--- src/rtl/trig_ps_pkg.sv ---
package trig_ps_pkg;
    localparam int unsigned NUM_SRC = 3;
    localparam int unsigned CFG_W   = 5;

    typedef enum logic [1:0] {
        SRC_A = 2'd0,
        SRC_B = 2'd1,
        SRC_C = 2'd2
    } src_idx_e;
endpackage

--- src/rtl/evt_merge.sv ---
module evt_merge #(
    parameter int unsigned NSRC = trig_ps_pkg::NUM_SRC
) (
    input  logic            clk,
    input  logic            rst_n,
    input  logic [NSRC-1:0] strobe_i,
    input  logic [NSRC-1:0] enable_i,
    output logic            qual_o
);
    logic [NSRC-1:0] gated;

    // Each source is gated by its own enable.
    for (genvar g = 0; g < NSRC; g++) begin : g_gate
        assign gated[g] = strobe_i[g] & enable_i[g];
    end

    // Simultaneous strobes collapse into one event.
    always_comb begin
        qual_o = |gated;
    end

    // a disabled source never raises the merged event stream.
    p_gate_only_r2: assert property (@(posedge clk) disable iff (!rst_n)
        ((strobe_i & enable_i) == '0) |-> !qual_o);
endmodule

--- src/rtl/scale_offset.sv ---
module scale_offset #(
    parameter int unsigned CW = trig_ps_pkg::CFG_W
) (
    input  logic          clk,
    input  logic          rst_n,
    input  logic          on_i,
    input  logic          evt_i,
    input  logic [CW-1:0] div_i,
    input  logic [CW-1:0] skip_i,
    output logic          pulse_o
);
    localparam logic [CW-1:0] ZERO = '0;

    typedef struct packed {
        logic [CW-1:0] skip;
        logic [CW-1:0] div;
        logic          run;
        logic          pulse;
    } st_t;

    st_t st_d, st_q;
    logic [CW-1:0] skip_eff, div_eff;

    always_comb begin
        st_d       = st_q;
        st_d.pulse = 1'b0;
        // On the first cycle after turn-on, use the field values directly.
        skip_eff   = st_q.run ? st_q.skip : skip_i;
        div_eff    = st_q.run ? st_q.div  : div_i;
        if (!on_i) begin
            st_d = '0;
        end else begin
            st_d.run  = 1'b1;
            st_d.skip = skip_eff;
            st_d.div  = div_eff;
            if (evt_i) begin
                if (skip_eff != ZERO) begin
                    st_d.skip = skip_eff - 1'b1;
                end else if (div_eff == ZERO) begin
                    st_d.pulse = 1'b1;
                    st_d.div   = div_i;
                end else begin
                    st_d.div = div_eff - 1'b1;
                end
            end
        end
    end

    always_ff @(posedge clk or negedge rst_n) begin
        if (!rst_n) st_q <= '0;
        else        st_q <= st_d;
    end

    assign pulse_o = st_q.pulse;

    // off means silent and cleared on the next cycle.
    p_off_quiet_r7: assert property (@(posedge clk) disable iff (!rst_n)
        !on_i |=> (!pulse_o && !st_q.run && st_q.skip == ZERO && st_q.div == ZERO));
    // no pulse without a qualifying event in the cycle before.
    p_pulse_needs_evt_r5: assert property (@(posedge clk) disable iff (!rst_n)
        !evt_i |=> !pulse_o);
    // unity ratio with no skip passes every event.
    p_unity_r4: assert property (@(posedge clk) disable iff (!rst_n)
        (on_i && evt_i && div_i == ZERO && skip_i == ZERO) |=> pulse_o);
    // the skip count never rises above its field while running.
    p_skip_bound_r6: assert property (@(posedge clk) disable iff (!rst_n)
        (st_q.run && on_i) |-> (st_q.skip <= skip_i));
    // the divide count never rises above its field while running.
    p_div_bound_r5: assert property (@(posedge clk) disable iff (!rst_n)
        (st_q.run && on_i) |-> (st_q.div <= div_i));
endmodule

--- src/rtl/trig_postscale_offset.sv ---
module trig_postscale_offset
    import trig_ps_pkg::*;
#(
    parameter int unsigned NSRC = NUM_SRC,
    parameter int unsigned CW   = CFG_W
) (
    input  logic            clk,
    input  logic            rst_n,
    input  logic            gen_on,
    input  logic [NSRC-1:0] cmp_evt,
    input  logic [NSRC-1:0] adc_src_en,
    input  logic [CW-1:0]   adc_div,
    input  logic [CW-1:0]   adc_skip,
    input  logic [CW-1:0]   cap_div,
    input  logic [CW-1:0]   cap_skip,
    output logic            adc_trig,
    output logic            cap_trig
);
    localparam int unsigned NPATH = 2;

    logic             qual;
    logic [CW-1:0]    div_sel  [NPATH];
    logic [CW-1:0]    skip_sel [NPATH];
    logic [NPATH-1:0] trig;

    evt_merge #(.NSRC(NSRC)) u_merge (
        .clk      (clk),
        .rst_n    (rst_n),
        .strobe_i (cmp_evt),
        .enable_i (adc_src_en),
        .qual_o   (qual)
    );

    always_comb begin
        div_sel[0]  = adc_div;
        skip_sel[0] = adc_skip;
        div_sel[1]  = cap_div;
        skip_sel[1] = cap_skip;
    end

    // Path 0 drives the ADC trigger and path 1 the capture trigger.
    for (genvar p = 0; p < NPATH; p++) begin : g_path
        scale_offset #(.CW(CW)) u_so (
            .clk     (clk),
            .rst_n   (rst_n),
            .on_i    (gen_on),
            .evt_i   (qual),
            .div_i   (div_sel[p]),
            .skip_i  (skip_sel[p]),
            .pulse_o (trig[p])
        );
    end

    assign adc_trig = trig[0];
    assign cap_trig = trig[1];

    // with no enabled strobe, neither trigger fires on the next cycle.
    p_no_src_no_trig_r3: assert property (@(posedge clk) disable iff (!rst_n)
        ((cmp_evt & adc_src_en) == '0) |=> (!adc_trig && !cap_trig));
endmodule

--- config.mk ---
export PLATFORM = sky130hd
export DESIGN_NAME = trig_postscale_offset
export DESIGN_NICKNAME = d
export VERILOG_FILES = /design/src/rtl/trig_ps_pkg.sv /design/src/rtl/evt_merge.sv /design/src/rtl/scale_offset.sv /design/src/rtl/trig_postscale_offset.sv
export SDC_FILE = /design/constraint.sdc
export NUM_CORES = 1
export LEC_CHECK = 0
export ABC_AREA = 0
export CAP_MARGIN = 5
export CORE_UTILIZATION = 46
export DETAILED_ROUTE_END_ITERATION = 10
export PLACE_DENSITY = 0.78
export SYNTH_ARGS = -nofsm -noshare
export SYNTH_HDL_FRONTEND = slang
export SYNTH_SLANG_ARGS = --single-unit
--- constraint.sdc ---
create_clock -name clk -period 2.1 [get_ports clk]
set_input_delay 0.525 -clock clk [delete_from_list [all_inputs] [get_ports clk]]
set_output_delay 0.525 -clock clk [all_outputs]
set_load 0.02 [all_outputs]
==> out/qor.txt <==
======================================================================================
Initial standard-cell utilization of the core                                    49.9%
Peak supply drop                                                              0.333 mV
Type of the worst setup path                                              input pin to register
M2 GR Usage                                                                      46.0%
CP Capture Type                                                               register
Num CTS Buffers                                                                      3
Core region area                                                              3130 um2
Required time of the worst setup path                                          2.32 ns
Fin crit share                                                                   99.5%
Most common library cell in the layout ignoring fill and taps                    buf_4
Maximum fanout along the worst path                                                  6
Pwr dens                                                                    522 nW/um2
Count of unique library cells instantiated by Yosys                                 37
Register-to-Register Setup Slack                                               0.05 ns
Final net count                                                                    260
Post-Route WL                                                                  4210 um
Sequential group share of total power                                            42.6%
Critical path launch point type                                              input pin
Ant. Diodes                                                                          0
Post-route standard cell area excluding fillers                               2260 um2
Largest net degree at the start of global routing                                   24
Clk buf depth                                                                        2
Grt ovf                                                                              0
Commonest cells after routing, fill and taps aside                        buf_4 (33), clkdlybuf4s50_1 (30), dfrtp_1 (22), mux2i_1 (16), a21oi_1 (13)
Initial antenna violation count                                                      0
Routed wire length per instance                                                15.6 um
Leakage component of the power                                                 1.07 nW
Clock slew at the register clock pins of the worst setup and hold paths        0.14 ns
Full die area                                                                 3630 um2
Worst Clk Skew                                                              0.00672 ns
Fill cell instance count of the final layout                                       234
Synthesized instance count                                                         160
Count of input and output buffers                                                   30
Root Buffer                                                                   clkbuf_4
Part of the power in the clock network                                           18.1%
Flip-flop and latch count after synthesis                                           23
Placed Area                                                                   2140 um2
First-pass DRT Iterations                                                            4
Initial DRC Count                                                                  171
Highest clock rate                                                             479 MHz
Hold WC Path Type                                                         input pin to async pin
Number of global-route vias before repair                                         1554
Global-route wire length before repair                                         6690 um
Num rows                                                                            20
Outcome                                                                   finished, final reports clean
Proportion of layout cells with a drive suffix above 1                           26.1%
Cell with the largest stage delay on the worst path                              or4_4
Number of DRC violations after detailed routing                                      0
Worst relative slew slack                                                        70.1%
TritonCTS clock tree                                                              done
Met1 layer usage reported by global route                                        29.1%
Sw power                                                                        378 uW
GR peak layer                                                                     met2
Cell area after technology mapping                                            1560 um2
Total power of the final layout                                                1.18 mW
Synth warn                                                                           0
Worst-margin pin slew                                                         0.447 ns
Overall fraction of global-route tracks in use                                   24.9%
Last weighted congestion value of the routability-driven placer                  0.818
Fin crit period                                                                2.09 ns
Count of endpoints failing hold in the final timing report                           0
Number of H-tree branching levels                                                    1
Remaining antenna violation count after routing                                      0
Met3 track demand over resource                                                  2.81%
Worst R2R Path Depth                                                                 6
Ratio of routed vias to standard cells                                            5.70
Post-synthesis area per instance                                              9.76 um2
Horizontal die dimension                                                       60.3 um
Count of endpoints failing setup in the final report                                 0
Share of synthesized area occupied by flip-flops and latches                     36.9%
I/O pin count                                                                       31
Switching fraction of total power                                                31.9%
Number of buffer and inverter stages on the critical path                            2
Worst skew pair latency                                                        0.31 ns
Comb power frac                                                                  39.3%
Cell breakdown of the critical path                                       clkdlybuf4s50_1, or4_4, a211oi_4, buf_4, nor3_1, a41o_1
Cell internal pwr                                                               804 uW
Worst stage delay on the critical path                                         0.57 ns
Number of clock sinks seen by CTS                                                   23
Die Ht                                                                         60.3 um
Arrival time at the worst endpoint                                             2.31 ns
Max-cap violations                                                                   0
Top delay family on crit path                                             simple AND/OR/NAND/NOR gates
Vias post-DR                                                                      1539
Worst flop-to-flop path endpoint                                          g_path[1].u_so.st_q[2]
Slew Viols, Final                                                                    0
Final HPWL DP                                                                  3040 um
Area growth from synthesis to layout                                             45.0%
Number of nets produced by synthesis                                               193
Launch instance of the worst register-to-register path                    g_path[0].u_so.st_q[1]
======================================================================================
## worst max path at each step
stage	startpoint	end	cells after the start
6_report	adc_skip[2]	g_path[0].u_so.st_q[3]	6
5_1_grt	adc_skip[2]	g_path[0].u_so.st_q[3]	6
4_1_cts	cap_skip[3]	g_path[1].u_so.st_q[2]	6
3_5_place_dp	cap_skip[3]	g_path[1].u_so.st_q[2]	6
3_3_place_gp	cap_skip[3]	g_path[1].u_so.st_q[2]	6
2_1_floorplan	g_path[0].u_so.st_q[1]	g_path[1].u_so.st_q[2]	9
## area by class of cell
cell class              instances  area (um2)  share of cell area, %
flip-flops and latches         23         577                   25.5
inverters                       9        33.8                   1.49
clock buffers                   4        26.3                   1.16
repair buffers                 68         636                   28.1
multi-input cells             122         937                   41.4
well taps                      44        55.1                   2.43
## flip-flops by register name (all words and copies together), names as in the netlist
register,cells
g_path.u_so.st_q,21
g_path.u_so.pulse_o,2
## kinds of logic (layout without fill, tap and decap cells)
logic type                 Yosys count  count (layout)  share of synthesized area, %
adders and majority gates            4               4                          3.21
AOI/OAI and AO/OA                   45              45                          21.7
DFF                                 23              23                          36.9
buffers and inverters               15              81                          3.85
muxes                               25              25                          16.7
and+or+nand+nor                     46              46                          16.6
xor gates and xnor gates             2               2                          1.12
## what timing repair did
item / 4_1_cts / 5_1_grt
cloned: 0 / 1
resized for setup: 1 / 6
pin swaps: 0 / 5
setup endpoints to repair: 13 / 8
buffers inserted: 2 / 4
hold buffers: 0 / 0
## metal layers
metal | share of wire, % | vias up
met2 | 51 | 53
met1 | 42 | 736
met4 | 2.1 | 0
met5 | 0 | -
li1 | - | 740
met3 | 5.2 | 10
## power by group through the flow
| stage | clock network, mW | registers, mW | logic (mW) |
|---|---|---|---|
| after floorplan | 0 | 0.504 | 0.238 |
| after global placement | 0 | 0.510 | 0.407 |
| after detailed placement | 0 | 0.513 | 0.429 |
| after CTS | 0.220 | 0.502 | 0.440 |
| after global routing | 0.233 | 0.508 | 0.507 |
| final | 0.214 | 0.503 | 0.465 |
## cells in the mapped netlist
cell	instances	area share (%)
a211oi_4	2	2.6
a21o_1	4	1.9
a21oi_1	13	4.2
a221oi_2	1	0.96
a222oi_1	1	0.64
a22oi_1	1	0.48
a311oi_1	2	1.1
a31o_1	1	0.56
a31oi_1	3	1.2
a41o_1	1	0.64
and3_1	4	1.6
buf_2	3	0.96
clkbuf_1	3	0.72
dfrtp_1	23	37
ha_1	4	3.2
inv_1	9	2.2
mux2_1	2	1.4
mux2_2	6	4.3
mux2i_1	17	11
nand2_1	9	2.2
nand2b_1	5	2.0
nand3_1	4	1.3
nor2_1	6	1.4
nor3_1	8	2.6
nor3b_1	2	0.96
nor4_1	2	0.80
o2111ai_1	2	1.1
o211a_1	2	1.3
o211ai_1	4	1.9
o21a_1	2	0.96
o21ai_1	5	1.6
o21ai_2	1	0.56
or3_1	2	0.80
or4_4	2	1.4
or4b_1	1	0.64
or4b_4	1	0.88
xor2_1	2	1.1
## per-stage QoR
stage	util (%)	setup WS, ns	hold slack (ns)	instances	TNS (ns)
finish	72.4	0.0105	0.553	270	0
global route	72.4	-0.0261	0.565	270	-0.0459
CTS	70.0	0.000954	0.553	265	0
detailed placement	68.3	-0.329	0.638	259	-3.53
global placement	68.3	-0.230	0.612	259	-2.70
floorplan	-	0.0209	0.229	160	0
Power figures use the tool's default switching activity.
